`config.mk`:
```
export PLATFORM = sky130hd
export DESIGN_NAME = bi_endian_lsu
export DESIGN_NICKNAME = d
export VERILOG_FILES = /design/src/rtl/lsu_pkg.sv /design/src/rtl/lsu_store_pack.sv /design/src/rtl/lsu_load_gather.sv /design/src/rtl/lsu_seq.sv /design/src/rtl/bi_endian_lsu.sv
export SDC_FILE = /design/constraint.sdc
export NUM_CORES = 1
export LEC_CHECK = 0
export CAP_MARGIN = 20
export CORE_ASPECT_RATIO = 0.9
export CORE_UTILIZATION = 40
export CTS_CLUSTER_DIAMETER = 150
export CTS_CLUSTER_SIZE = 40
export DETAILED_ROUTE_END_ITERATION = 7
export SLEW_MARGIN = 15
export SYNTH_ARGS = -nofsm -noshare
export SYNTH_HDL_FRONTEND = slang
export SYNTH_HIERARCHICAL = 1
export SYNTH_SLANG_ARGS = --single-unit
export TNS_END_PERCENT = 5
```
`constraint.sdc`:
```
create_clock -name clk -period 6 [get_ports clk]
set_input_delay 1.2 -clock clk [delete_from_list [all_inputs] [get_ports clk]]
set_output_delay 1.2 -clock clk [all_outputs]
set_load 0.02 [all_outputs]
```
`src/rtl/lsu_pkg.sv`:
```
package lsu_pkg;
  localparam int DATA_W     = 32;
  localparam int WORD_BYTES = DATA_W / 8;
  localparam int OFS_W      = $clog2(WORD_BYTES);
  localparam int WIN_BYTES  = 2 * WORD_BYTES;
  localparam int CNT_W      = $clog2(WORD_BYTES) + 1;

  typedef enum logic [1:0] {
    SZ_BYTE = 2'd0,
    SZ_HALF = 2'd1,
    SZ_WORD = 2'd2,
    SZ_WIDE = 2'd3
  } size_e;

  typedef enum logic [2:0] {
    ST_IDLE    = 3'd0,
    ST_FIRST   = 3'd1,
    ST_SECOND  = 3'd2,
    ST_COLLECT = 3'd3,
    ST_DONE    = 3'd4
  } state_e;

  function automatic logic [CNT_W-1:0] obj_bytes(input logic [1:0] sz);
    case (sz)
      SZ_BYTE: obj_bytes = CNT_W'(1);
      SZ_HALF: obj_bytes = CNT_W'(2);
      default: obj_bytes = CNT_W'(WORD_BYTES);
    endcase
  endfunction
endpackage

```
`src/rtl/lsu_store_pack.sv`:
```
module lsu_store_pack
  import lsu_pkg::*;
(
  input  logic [DATA_W-1:0]      wdata,
  input  logic [1:0]             size,
  input  logic [OFS_W-1:0]       ofs,
  input  logic                   big,
  output logic [8*WIN_BYTES-1:0] win_data,
  output logic [WIN_BYTES-1:0]   win_be
);
  localparam int REL_W = OFS_W + 2;

  logic [CNT_W-1:0] n;
  assign n = obj_bytes(size);

  for (genvar l = 0; l < WIN_BYTES; l++) begin : g_lane
    logic [REL_W-1:0] rel;
    logic             hit;
    logic [OFS_W-1:0] idx;
    assign rel = REL_W'(l) - REL_W'(ofs);
    assign hit = (REL_W'(l) >= REL_W'(ofs)) && (rel < REL_W'(n));
    assign idx = big ? OFS_W'(REL_W'(n) - REL_W'(1) - rel) : rel[OFS_W-1:0];
    assign win_be[l] = hit;
    assign win_data[8*l +: 8] = hit ? wdata[{idx, 3'b000} +: 8] : 8'h00;
  end
endmodule

```
`src/rtl/lsu_load_gather.sv`:
```
module lsu_load_gather
  import lsu_pkg::*;
(
  input  logic [8*WIN_BYTES-1:0] win,
  input  logic [1:0]             size,
  input  logic [OFS_W-1:0]       ofs,
  input  logic                   big,
  input  logic                   sgn,
  output logic [DATA_W-1:0]      data
);
  localparam int POS_W = $clog2(WIN_BYTES);

  logic [CNT_W-1:0] n;
  logic [7:0]       val_byte [WORD_BYTES];
  logic             ext;

  assign n = obj_bytes(size);

  for (genvar i = 0; i < WORD_BYTES; i++) begin : g_byte
    logic [POS_W-1:0] pos;
    logic [POS_W-1:0] lane;
    assign pos  = big ? POS_W'(POS_W'(n) - POS_W'(1) - POS_W'(i)) : POS_W'(i);
    assign lane = POS_W'(ofs) + pos;
    assign val_byte[i] = win[{lane, 3'b000} +: 8];
    assign data[8*i +: 8] = (CNT_W'(i) < n) ? val_byte[i] : {8{ext}};
  end

  always_comb begin
    case (n)
      CNT_W'(1): ext = sgn & val_byte[0][7];
      CNT_W'(2): ext = sgn & val_byte[1][7];
      default:   ext = 1'b0;
    endcase
  end
endmodule

```
`src/rtl/lsu_seq.sv`:
```
module lsu_seq
  import lsu_pkg::*;
#(
  parameter int ADDR_W = 16,
  localparam int WA_W  = ADDR_W - OFS_W
) (
  input  logic                   clk,
  input  logic                   rst_n,
  input  logic                   req_valid,
  output logic                   req_ready,
  input  logic                   req_write,
  input  logic [1:0]             req_size,
  input  logic                   req_signed,
  input  logic [ADDR_W-1:0]      req_addr,
  input  logic [DATA_W-1:0]      req_wdata,
  input  logic                   big_endian,
  output logic                   h_write,
  output logic [1:0]             h_size,
  output logic                   h_signed,
  output logic                   h_big,
  output logic [OFS_W-1:0]       h_ofs,
  output logic [DATA_W-1:0]      h_wdata,
  input  logic [8*WIN_BYTES-1:0] st_data,
  input  logic [WIN_BYTES-1:0]   st_be,
  output logic [8*WIN_BYTES-1:0] ld_win,
  output logic                   rsp_valid,
  output logic                   mem_en,
  output logic                   mem_we,
  output logic [WA_W-1:0]        mem_addr,
  output logic [WORD_BYTES-1:0]  mem_be,
  output logic [DATA_W-1:0]      mem_wdata,
  input  logic [DATA_W-1:0]      mem_rdata
);
  state_e           state_q, state_d;
  logic [WA_W-1:0]  word0_q;
  logic [WA_W-1:0]  word1;
  logic [CNT_W-1:0] n;
  logic             split;
  logic             accept;
  logic             second;

  assign n      = obj_bytes(h_size);
  assign split  = (CNT_W'(h_ofs) + n) > CNT_W'(WORD_BYTES);
  assign accept = req_valid && (state_q == ST_IDLE);
  assign word1  = word0_q + WA_W'(1);
  assign second = (state_q == ST_SECOND);

  always_comb begin
    state_d = state_q;
    case (state_q)
      ST_IDLE:    if (req_valid) state_d = ST_FIRST;
      ST_FIRST:   state_d = split ? ST_SECOND : (h_write ? ST_DONE : ST_COLLECT);
      ST_SECOND:  state_d = h_write ? ST_DONE : ST_COLLECT;
      ST_COLLECT: state_d = ST_DONE;
      ST_DONE:    state_d = ST_IDLE;
      default:    state_d = ST_IDLE;
    endcase
  end

  always_ff @(posedge clk or negedge rst_n) begin
    if (!rst_n) begin
      state_q  <= ST_IDLE;
      word0_q  <= '0;
      h_write  <= 1'b0;
      h_size   <= SZ_BYTE;
      h_signed <= 1'b0;
      h_big    <= 1'b0;
      h_ofs    <= '0;
      h_wdata  <= '0;
      ld_win   <= '0;
    end else begin
      state_q <= state_d;
      if (accept) begin
        word0_q  <= req_addr[ADDR_W-1:OFS_W];
        h_ofs    <= req_addr[OFS_W-1:0];
        h_write  <= req_write;
        h_size   <= req_size;
        h_signed <= req_signed;
        h_big    <= big_endian;
        h_wdata  <= req_wdata;
      end
      if (second && !h_write) ld_win[DATA_W-1:0] <= mem_rdata;
      if (state_q == ST_COLLECT) begin
        if (split) ld_win[2*DATA_W-1:DATA_W] <= mem_rdata;
        else       ld_win[DATA_W-1:0]        <= mem_rdata;
      end
    end
  end

  assign req_ready = (state_q == ST_IDLE);
  assign rsp_valid = (state_q == ST_DONE);
  assign mem_en    = (state_q == ST_FIRST) || second;
  assign mem_we    = mem_en && h_write;
  assign mem_addr  = second ? word1 : word0_q;
  assign mem_be    = !mem_we ? '0 :
                     (second ? st_be[WIN_BYTES-1:WORD_BYTES] : st_be[WORD_BYTES-1:0]);
  assign mem_wdata = second ? st_data[2*DATA_W-1:DATA_W] : st_data[DATA_W-1:0];
endmodule

```
`src/rtl/bi_endian_lsu.sv`:
```
module bi_endian_lsu
  import lsu_pkg::*;
#(
  parameter int ADDR_W = 16
) (
  input  logic                clk,
  input  logic                rst_n,
  input  logic                req_valid,
  output logic                req_ready,
  input  logic                req_write,
  input  logic [1:0]          req_size,
  input  logic                req_signed,
  input  logic [ADDR_W-1:0]   req_addr,
  input  logic [31:0]         req_wdata,
  input  logic                big_endian,
  output logic                rsp_valid,
  output logic [31:0]         rsp_data,
  output logic                mem_en,
  output logic                mem_we,
  output logic [ADDR_W-3:0]   mem_addr,
  output logic [3:0]          mem_be,
  output logic [31:0]         mem_wdata,
  input  logic [31:0]         mem_rdata
);
  logic                   h_write, h_signed, h_big;
  logic [1:0]             h_size;
  logic [OFS_W-1:0]       h_ofs;
  logic [DATA_W-1:0]      h_wdata;
  logic [8*WIN_BYTES-1:0] st_data;
  logic [WIN_BYTES-1:0]   st_be;
  logic [8*WIN_BYTES-1:0] ld_win;
  logic [DATA_W-1:0]      ld_value;

  lsu_seq #(.ADDR_W(ADDR_W)) u_seq (
    .clk(clk), .rst_n(rst_n),
    .req_valid(req_valid), .req_ready(req_ready), .req_write(req_write),
    .req_size(req_size), .req_signed(req_signed), .req_addr(req_addr),
    .req_wdata(req_wdata), .big_endian(big_endian),
    .h_write(h_write), .h_size(h_size), .h_signed(h_signed), .h_big(h_big),
    .h_ofs(h_ofs), .h_wdata(h_wdata),
    .st_data(st_data), .st_be(st_be), .ld_win(ld_win),
    .rsp_valid(rsp_valid),
    .mem_en(mem_en), .mem_we(mem_we), .mem_addr(mem_addr), .mem_be(mem_be),
    .mem_wdata(mem_wdata), .mem_rdata(mem_rdata)
  );

  lsu_store_pack u_pack (
    .wdata(h_wdata), .size(h_size), .ofs(h_ofs), .big(h_big),
    .win_data(st_data), .win_be(st_be)
  );

  lsu_load_gather u_gather (
    .win(ld_win), .size(h_size), .ofs(h_ofs), .big(h_big), .sgn(h_signed),
    .data(ld_value)
  );

  assign rsp_data = (rsp_valid && !h_write) ? ld_value : '0;
endmodule

```
# --- After elaboration in Yosys (flattened, before gate mapping) ---
# Index checks and enable logic that the tools add are counted.
word_totals:
  mem_count: 0
  register_bits: 120
  latch_bits: 0
  output_inout_bits: 86
  mem_bits_rw: 0
  mem_bits_ro: 0
op_classes:
  n_mux: 38
  n_eq_ne: 8
  reduce_logical: 12
  multipliers: 0
  add_sub_neg: 27
  bitwise: 2
  n_lt_le_gt_ge: 16
  n_div: 0
  n_shift: 12
ops:
  columns: ["operator", "count"]
  rows:
  - ["variable part select 32 x 6 -> 8 bit", 8]
  - ["variable part select 64 x 7 -> 8 bit", 4]
  - ["two-way mux 32 bit", 5]
  - ["two-way mux 8 bit", 12]
  - ["less-than comparator 4 x 3 -> 1 bit", 8]
  - ["two-way mux 3 bit", 7]
  - ["two-way mux 2 bit", 8]
  - ["subtractor 2 bit", 8]
  - ["subtractor 3 x 2 -> 4 bit (first input constant)", 4]
  - ["adder 2 x 3 -> 3 bit", 5]
  - ["adder 14 x 1 -> 14 bit (second input constant)", 1]
  - ["two-way mux 14 bit", 1]
  - ["case mux 3 bit (4 select lines)", 1]
  - ["equality test 3 x 2 -> 1 bit (second input constant)", 3]
  - ["two-way mux 4 bit", 2]
  - ["logical AND 1 bit", 7]
  - ["equality test 3 x 1 -> 1 bit (second input constant)", 2]
  - ["less-than comparator 1 x 3 -> 1 bit (first input constant)", 2]
  - ["less-than comparator 2 x 3 -> 1 bit (first input constant)", 2]
  - ["case mux 3 bit (2 select lines)", 1]
  - ["subtractor 1 x 2 -> 3 bit (first input constant)", 2]
  - ["subtractor 2 x 2 -> 3 bit (first input constant)", 2]
  - ["subtractor 3 x 1 -> 3 bit (second input constant)", 2]
  - ["subtractor 3 x 2 -> 3 bit (second input constant)", 2]
  - ["other kinds (14)", 16]

# --- Logic depth before layout (Yosys ltp) ---
# Gate-level depths: netlist of the first run.
depth:
  word_depth: 11
  mapped_depth: 13
  depth_no_buf: 11

# --- Modules after synthesis ---
# The synthesis of the first run kept the hierarchy.
by_module_without_submodules:
  columns: ["module", "seq_area_each_um2", "instances", "area_each_um2", "cells_per_inst"]
  rows:
  - ["lsu_seq", 3002.9, 1, 5480.3, 445]
  - ["lsu_store_pack", 0.0, 1, 2563.7, 404]
  - ["lsu_load_gather", 0.0, 1, 2356.0, 177]
  - ["bi_endian_lsu", 0.0, 1, 357.8, 38]

# --- Worst setup path after synthesis of the first run ---
# OpenSTA, ideal clock, no wires.
synth_path:
  kind: "flip-flop to output port"
  start: "register u_seq.h_size[1]"
  end: "output rsp_data[0]"
  setup_slack_ns: 0.947
  arrival_ns: 3.853
  stages_incl_launch_ff: 12
  path_cell_list: "dfrtp_1 -> or2_2 -> clkbuf_1 -> ha_1 -> clkbuf_1 -> nand2b_1 -> fa_1 -> clkbuf_1 -> clkbuf_1 -> mux4_2 -> mux2_2 -> and3b_2"
synth_via:
  elab_chain_cells: 11
  elab_cells_between_ends: 19
  cone_classes: "add/sub (4); order compare (1); eq/ne (3); shift (2); mux (6); bitwise (2); reduce/logical (1)"
synth_rtl:
  columns: ["element", "line_no", "source"]
  rows:
  - ["from (decl)", "lsu_seq.sv:18", "output logic [1:0] h_size,"]
  - ["from (signal assigned)", "lsu_seq.sv:77", "h_size <= req_size;"]
  - ["equality test 2 x 1 -> 1 bit / logical NOT 2 bit (equally long branches)", "lsu_pkg.sv:24", "case (sz)"]
  - ["case mux 3 bit (2 select lines) *", "lsu_pkg.sv:24", null]
  - ["subtractor 3 x 1 -> 3 bit (2 in series)", "lsu_load_gather.sv:22", "assign pos = big ? POS_W'(POS_W'(n) - POS_W'(1) - POS_W'(i)) : POS_W'(i);"]
  - ["two-way mux 3 bit", "lsu_load_gather.sv:22", null]
  - ["adder 2 x 3 -> 3 bit", "lsu_load_gather.sv:23", "assign lane = POS_W'(ofs) + pos;"]
  - ["variable part select 64 x 7 -> 8 bit", "lsu_load_gather.sv:24", "assign val_byte[i] = win[{lane, 3'b000} +: 8];"]
  - ["bitwise AND 1 bit", "lsu_load_gather.sv:31", "CNT_W'(2): ext = sgn & val_byte[1][7];"]
  - ["case mux 1 bit (2 select lines)", "lsu_load_gather.sv:29", "case (n)"]
  - ["two-way mux 8 bit *", "lsu_load_gather.sv:25", "assign data[8*i +: 8] = (CNT_W'(i) < n) ? val_byte[i] : {8{ext}};"]
  - ["via ld_value[0]", "bi_endian_lsu.sv:32", "logic [DATA_W-1:0] ld_value;"]
  - ["two-way mux 32 bit *", "bi_endian_lsu.sv:57", "assign rsp_data = (rsp_valid && !h_write) ? ld_value : '0;"]
  - ["to (decl)", "bi_endian_lsu.sv:17", "output logic [31:0] rsp_data,"]
# The timed path passes the listed nets; every way through them passes the cells marked *.

# --- Worst setup path in the final report of the first run ---
layout_path:
  start: "register u_seq.h_size[1]"
  end: "output rsp_data[16]"
# The elaborated chain is that of the path after synthesis.

==> impl_metrics.env, run 1 <==
export IMPL_max_cap_viol_count=0
export IMPL_drc=0
export IMPL_core_area_mm2=0.02621
export IMPL_path_clk_slew_ps=60
export IMPL_synth_edf_count=0
export IMPL_rrSetupSlack_ps=2280
export IMPL_drv_slew=0
export IMPL_synth_fp_nets=1175
export IMPL_hold_path_class="reg -> reg"
export IMPL_slowest_delay_ps=600
export IMPL_antenna_found_initial=0
export IMPL_wl_per_cell_um=20.20
export IMPL_grt_start_max_net_pins=77
export IMPL_layout_drive_gt1_share_pct=26.17
export IMPL_syn_inst=1064
export IMPL_status="finished clean"
export IMPL_cp_required_ps=4800
export IMPL_io_buffers=173
export IMPL_rr_worst_depth=6
export IMPL_fmax_ghz=0.1720
export IMPL_min_path_cells=1
export IMPL_final_util_pct=51.07
export IMPL_final_cell_mix="172 x clkdlybuf4s50_1, 152 x nand2_1, 119 x dfrtp_1"
export IMPL_synthFlopType="dfrtp_1"
export IMPL_ant_nets=0
export IMPL_min_period_over_period_pct=96.88
export IMPL_die_w_um=174.9
export IMPL_ios=174
export IMPL_worst_pin_slew_ps=1003
export IMPL_cts_sinks=120
export IMPL_yosys_warnings=6
export IMPL_ys_seq_area_share_pct=27.91
export IMPL_path_cells="or2_2 -> ha_1 -> nand2b_1 -> fa_1 -> buf_4 -> mux4_2 -> nand4_1 -> nor3_2 -> a211o_2 -> o21bai_1 -> and3b_2 -> clkdlybuf4s50_1"
export IMPL_finalSetupViolations=0
export IMPL_hpwlAfterDp_um=22350
export IMPL_cp_start_kind="register"
export IMPL_syn_avg_cell_area_um2=10.11
export IMPL_cts_hold_buf=0
export IMPL_hold_violations=0
export IMPL_grt_pass1_vias=8672
export IMPL_fillers=2324
export IMPL_die_h_um=157.6
export IMPL_cts_tree="done"
export IMPL_cts_max_level=4
export IMPL_rows=56
export IMPL_drt_total_wl_um=31570
export IMPL_drtIter0Drc=820
export IMPL_endpoint_kind="primary output"
export IMPL_ctsLongestPathBuffers=2
export IMPL_die_area_mm2=0.02756
export IMPL_rsz0062_at_grt="false"
export IMPL_path_class="reg -> out"
export IMPL_worst_hold_startpoint="u_seq/word0_q[13]"
export IMPL_dr_pass1_iters=7
export IMPL_grt_pass1_wl_um=49700
export IMPL_overflow=0
export IMPL_final_common_cell="clkdlybuf4s50_1"
export IMPL_skew_ps=20.43
export IMPL_cts_root_buf="clkbuf_16"
export IMPL_finalSetupTns_ps=0
export IMPL_avgViaCountPerCell=5.784
export IMPL_clock_latency_ps=430
export IMPL_syn_to_final_growth_pct=24.40
export IMPL_synth_cell_types=54
export IMPL_post_route_min_period_ps=5813
export IMPL_nets=1313
export IMPL_synth_area_mm2=0.01076
export IMPL_r2r_end="u_seq/ld_win[18]"
export IMPL_worstPathArrival_ps=4610
export IMPL_initial_core_util_pct=41.05
export IMPL_crit_fanout=15
export IMPL_ys_ff_latch=120
export IMPL_numCtsBuffers=17
export IMPL_antenna_cells=0
export IMPL_gp_congestion=0.8351
export IMPL_r2r_start="u_seq/state_q[0]"
export IMPL_synth_async_reset_ratio_pct=100.0
export IMPL_hold_path_end="u_seq/word0_q[13]"
export IMPL_crit_slowest_cell="fa_1"
export IMPL_globalRouteTotalUtil_pct=23.33
export IMPL_slew_headroom_pct=32.83
export IMPL_vias=9040
==> metrics by stage <==
| stage | setup WS, ps | std cells | hold slack [ps] | instance area (um^2) |
|---|---|---|---|---|
| CTS | 7.493 | 1560 | 538.1 | 13330 |
| floorplan | 947.4 | 1064 | 502.3 | 10760 |
| global placement | 561.9 | 1526 | 516.5 | 12700 |
| detailed placement | 459.8 | 1528 | 524.6 | 12740 |
| global route | 10.64 | 1563 | 547.5 | 13380 |
| finish | 187.1 | 1563 | 533.3 | 13380 |
==> what timing repair did <==
item                       CTS  global route
resized for setup            0             3
setup endpoints to repair    0            24
buffers inserted             0             2
==> kinds of logic after synthesis <==
kind of cell,after synthesis,synth area share [%]
mux,277,35.76
simple gates,269,13.36
compound gates,247,12.86
flops,120,27.91
buf+inv,107,5.222
fa+ha+maj,23,3.024
xor+xnor,21,1.849
==> area by class of cell <==
type | count | area [um^2] | area share, %
Clock inverter | 13 | 135.1 | 1.010
Multi-Input combinational cell | 837 | 7252 | 54.19
Clock buffer | 19 | 452.9 | 3.384
Tap cell | 348 | 435.4 | 3.254
Sequential cell | 120 | 3004 | 22.45
Timing Repair Buffer | 207 | 2032 | 15.18
Inverter | 19 | 71.32 | 0.5329
==> synthesized netlist by cell type (all sizes together), types with 2 or more instances <==
cell | number | area, um^2
nor4 | 3 | 33.78
xor2 | 9 | 86.34
or3b | 2 | 17.52
nor3 | 8 | 55.05
nand2 | 152 | 570.6
xnor2 | 12 | 112.6
nand2b | 39 | 244.0
mux2i | 90 | 904.6
fa | 5 | 100.1
inv | 19 | 71.32
and3b | 34 | 337.8
o21a | 3 | 22.52
a21oi | 89 | 449.2
nand4 | 2 | 12.51
nor2 | 10 | 45.04
mux2 | 123 | 1501
a211o | 2 | 17.52
nand3 | 8 | 40.04
ha | 18 | 225.2
o21bai | 8 | 60.06
a31oi | 4 | 37.53
and2 | 2 | 12.51
dfrtp | 120 | 3003
o21ai | 118 | 590.6
o22ai | 16 | 100.1
nor3b | 2 | 20.02
buf | 61 | 389.1
or2 | 5 | 31.28
clkbuf | 27 | 101.4
mux4 | 64 | 1441
==> how the worst max path moves through the flow <==
stage,start,to,slack (ps),cells past startpoint
floorplan,u_seq/h_size[1],rsp_data[0],950,11
global placement,u_seq/h_size[1],rsp_data[16],560,12
detailed placement,u_seq/h_size[1],rsp_data[22],460,12
CTS,u_seq/h_size[1],rsp_data[22],7,12
global route,u_seq/h_size[1],rsp_data[17],10,12
finish,u_seq/h_size[1],rsp_data[16],190,12
==> routing by layer <==
| layer | wire (um) | part of all wire, % | vias up | track usage [%] |
|---|---|---|---|---|
| met1 | 14260 | 45 | 4504 | 32.67 |
| met4 | 501 | 1.6 | 0 | 6.915 |
| li1 | - | - | 4169 | - |
| met3 | 1902 | 6.0 | 31 | 3.674 |
| met2 | 14910 | 47 | 336 | 37.21 |
| met5 | 0 | 0 | - | 0 |
==> worst max-delay path: cells and delay by family, from the launching register on <==
kind                       cells  cell delay (ps)
and+or+nand+nor                5             1290
adders and majority gates      2              960
buffers and inverters          2              860
AOI/OAI and AO/OA              2              460
DFF                            1              370
muxes                          1              240
==> registers in the layout, summed over array words and instances (netlist names) <==
name	cells
u_seq/ld_win	64
u_seq/h_wdata	32
u_seq/word0_q	14
u_seq/state_q	3
u_seq/h_ofs	2
u_seq/h_size	2
u_seq/h_big	1
u_seq/h_signed	1
u_seq/h_write	1
Power of run 1 is left out: the tool's default activity adds up to more than one toggle a clock period on the data nets, which glitch-free logic cannot reach.
==> run 2, diff against run 1 <==
- CTS_BUF_LIST: default -> sky130_fd_sc_hd__clkbuf_4
==> run 2 against run 1 <==
Non-clock buffer count stayed put; first-iteration DRC count is 16% lower; worst setup slack worse by 6.9 ps; clock-buffer cell count is 2 lower; critical path type unchanged.
==> impl_metrics.env, run 2 (synthesized netlist as in run 1, its figures left out) <==
export IMPL_die_w_um=174.9
export IMPL_ant_nets=0
export IMPL_drt_total_wl_um=31330
export IMPL_cp_required_ps=4800
export IMPL_io_buffers=173
export IMPL_final_util_pct=50.04
export IMPL_endpoint_kind="primary output"
export IMPL_wl_per_cell_um=20.03
export IMPL_path_clk_slew_ps=130
export IMPL_ctsLongestPathBuffers=2
export IMPL_antenna_found_initial=1
export IMPL_finalSetupViolations=0
export IMPL_ios=174
export IMPL_cts_root_buf="clkbuf_4"
export IMPL_worstPathArrival_ps=4620
export IMPL_fmax_ghz=0.1718
export IMPL_grt_start_max_net_pins=77
export IMPL_placedCellCount=1528
export IMPL_drv_slew=0
export IMPL_hold_violations=0
export IMPL_overflow=0
export IMPL_gp_congestion=0.8351
export IMPL_final_common_cell="clkdlybuf4s50_1"
export IMPL_post_route_min_period_ps=5820
export IMPL_place_area_mm2=0.01274
export IMPL_slew_headroom_pct=33.36
export IMPL_vias=8981
export IMPL_crit_fanout=15
export IMPL_path_class="reg -> out"
export IMPL_skew_ps=25.39
export IMPL_largest_reg_flops=64
export IMPL_clock_latency_ps=540
export IMPL_cts_max_level=4
export IMPL_finalSetupTns_ps=0
export IMPL_final_cell_area_mm2=0.01311
export IMPL_dr_pass1_iters=5
export IMPL_grt_pass1_wl_um=49130
export IMPL_die_h_um=157.6
export IMPL_globalRouteTotalUtil_pct=23.08
export IMPL_initial_core_util_pct=41.05
export IMPL_core_area_mm2=0.02621
export IMPL_top_regs="u_seq/ld_win x64, u_seq/h_wdata x32, u_seq/word0_q x14"
export IMPL_cts_tree="done"
export IMPL_regMostFlops="u_seq/ld_win"
export IMPL_layout_drive_gt1_share_pct=26.09
export IMPL_hpwlAfterDp_um=22350
export IMPL_status="finished clean"
export IMPL_cts_hold_buf=0
export IMPL_min_period_over_period_pct=97.00
export IMPL_drtIter0Drc=686
export IMPL_numCtsBuffers=17
export IMPL_worst_pin_slew_ps=999.6
export IMPL_final_cell_mix="163 x clkdlybuf4s50_1, 152 x nand2_1, 119 x dfrtp_1"
export IMPL_syn_to_final_growth_pct=21.89
export IMPL_nets=1313
export IMPL_rows=56
export IMPL_hold_path_class="reg -> reg"
export IMPL_cts_sinks=120
export IMPL_max_cap_viol_count=0
export IMPL_cp_start_kind="register"
export IMPL_layoutNonFillerInstCount=1564
export IMPL_drc=0
export IMPL_grt_pass1_vias=8590
export IMPL_avgViaCountPerCell=5.742
export IMPL_die_area_mm2=0.02756
==> run 2: path summary, 6_finish.rpt <==
check	startpoint	to	slack, ps	depth (start not counted)
min reg2reg	u_seq/word0_q[13]	u_seq/word0_q[13]	550	1
min in group asynchronous	rst_n	u_seq/ld_win[48]	650	1
max	u_seq/h_size[1]	rsp_data[24]	180	14
max in group asynchronous	rst_n	u_seq/ld_win[37]	4240	3
min	u_seq/word0_q[13]	u_seq/word0_q[13]	550	1
max reg2reg	u_seq/state_q[0]	u_seq/ld_win[5]	2250	6
==> run 2: timing repair <==
item / 4_1_cts / 5_1_grt
pin swaps: 0 / 1
resized for setup: 2 / 15
endpoints found under the setup margin: 22 / 24
buffers inserted: 0 / 2
==> run 2: worst max-delay path, stage by stage (launching register included) <==
cell and delay [ps]:
dfrtp_1 400, buf_4 170, nand2b_2 240, ha_1 300, nand2b_1 190, fa_1 630, buf_6 210, mux4_2 330
nand4_1 150, nor3_4 80, a2111oi_4 330, buf_4 200, a21oi_1 50, and3b_2 240, clkdlybuf4s50_1 530
==> run 2: layer usage <==
layer / up-vias / wire length [um] / GRT usage, %
li1: 4174 / - / -
met1: 4448 / 14040 / 32.07
met2: 327 / 14660 / 36.79
met3: 32 / 2133 / 4.443
met4: 0 / 490 / 6.170
met5: - / 0 / 0
==> run 2: through the flow <==
step	setup WS, ps	hold WS (ps)
final	180.2	547.0
after global routing	-33.69	563.9
after CTS	7.677	552.8
after detailed placement	459.8	524.6
after global placement	561.9	516.5
after floorplan	947.4	502.3
==> run 2: layout make-up <==
cell class | instances | area, um^2
antenna | 1 | 2.502
clock inverter | 15 | 142.6
inverter | 19 | 71.32
multi-input combinational | 837 | 7271
sequential | 120 | 3004
clock buffer | 17 | 127.6
timing repair buffer | 207 | 2058
fill | 2354 | 13090
tap | 348 | 435.4
Power of run 2 is left out for the same reason.
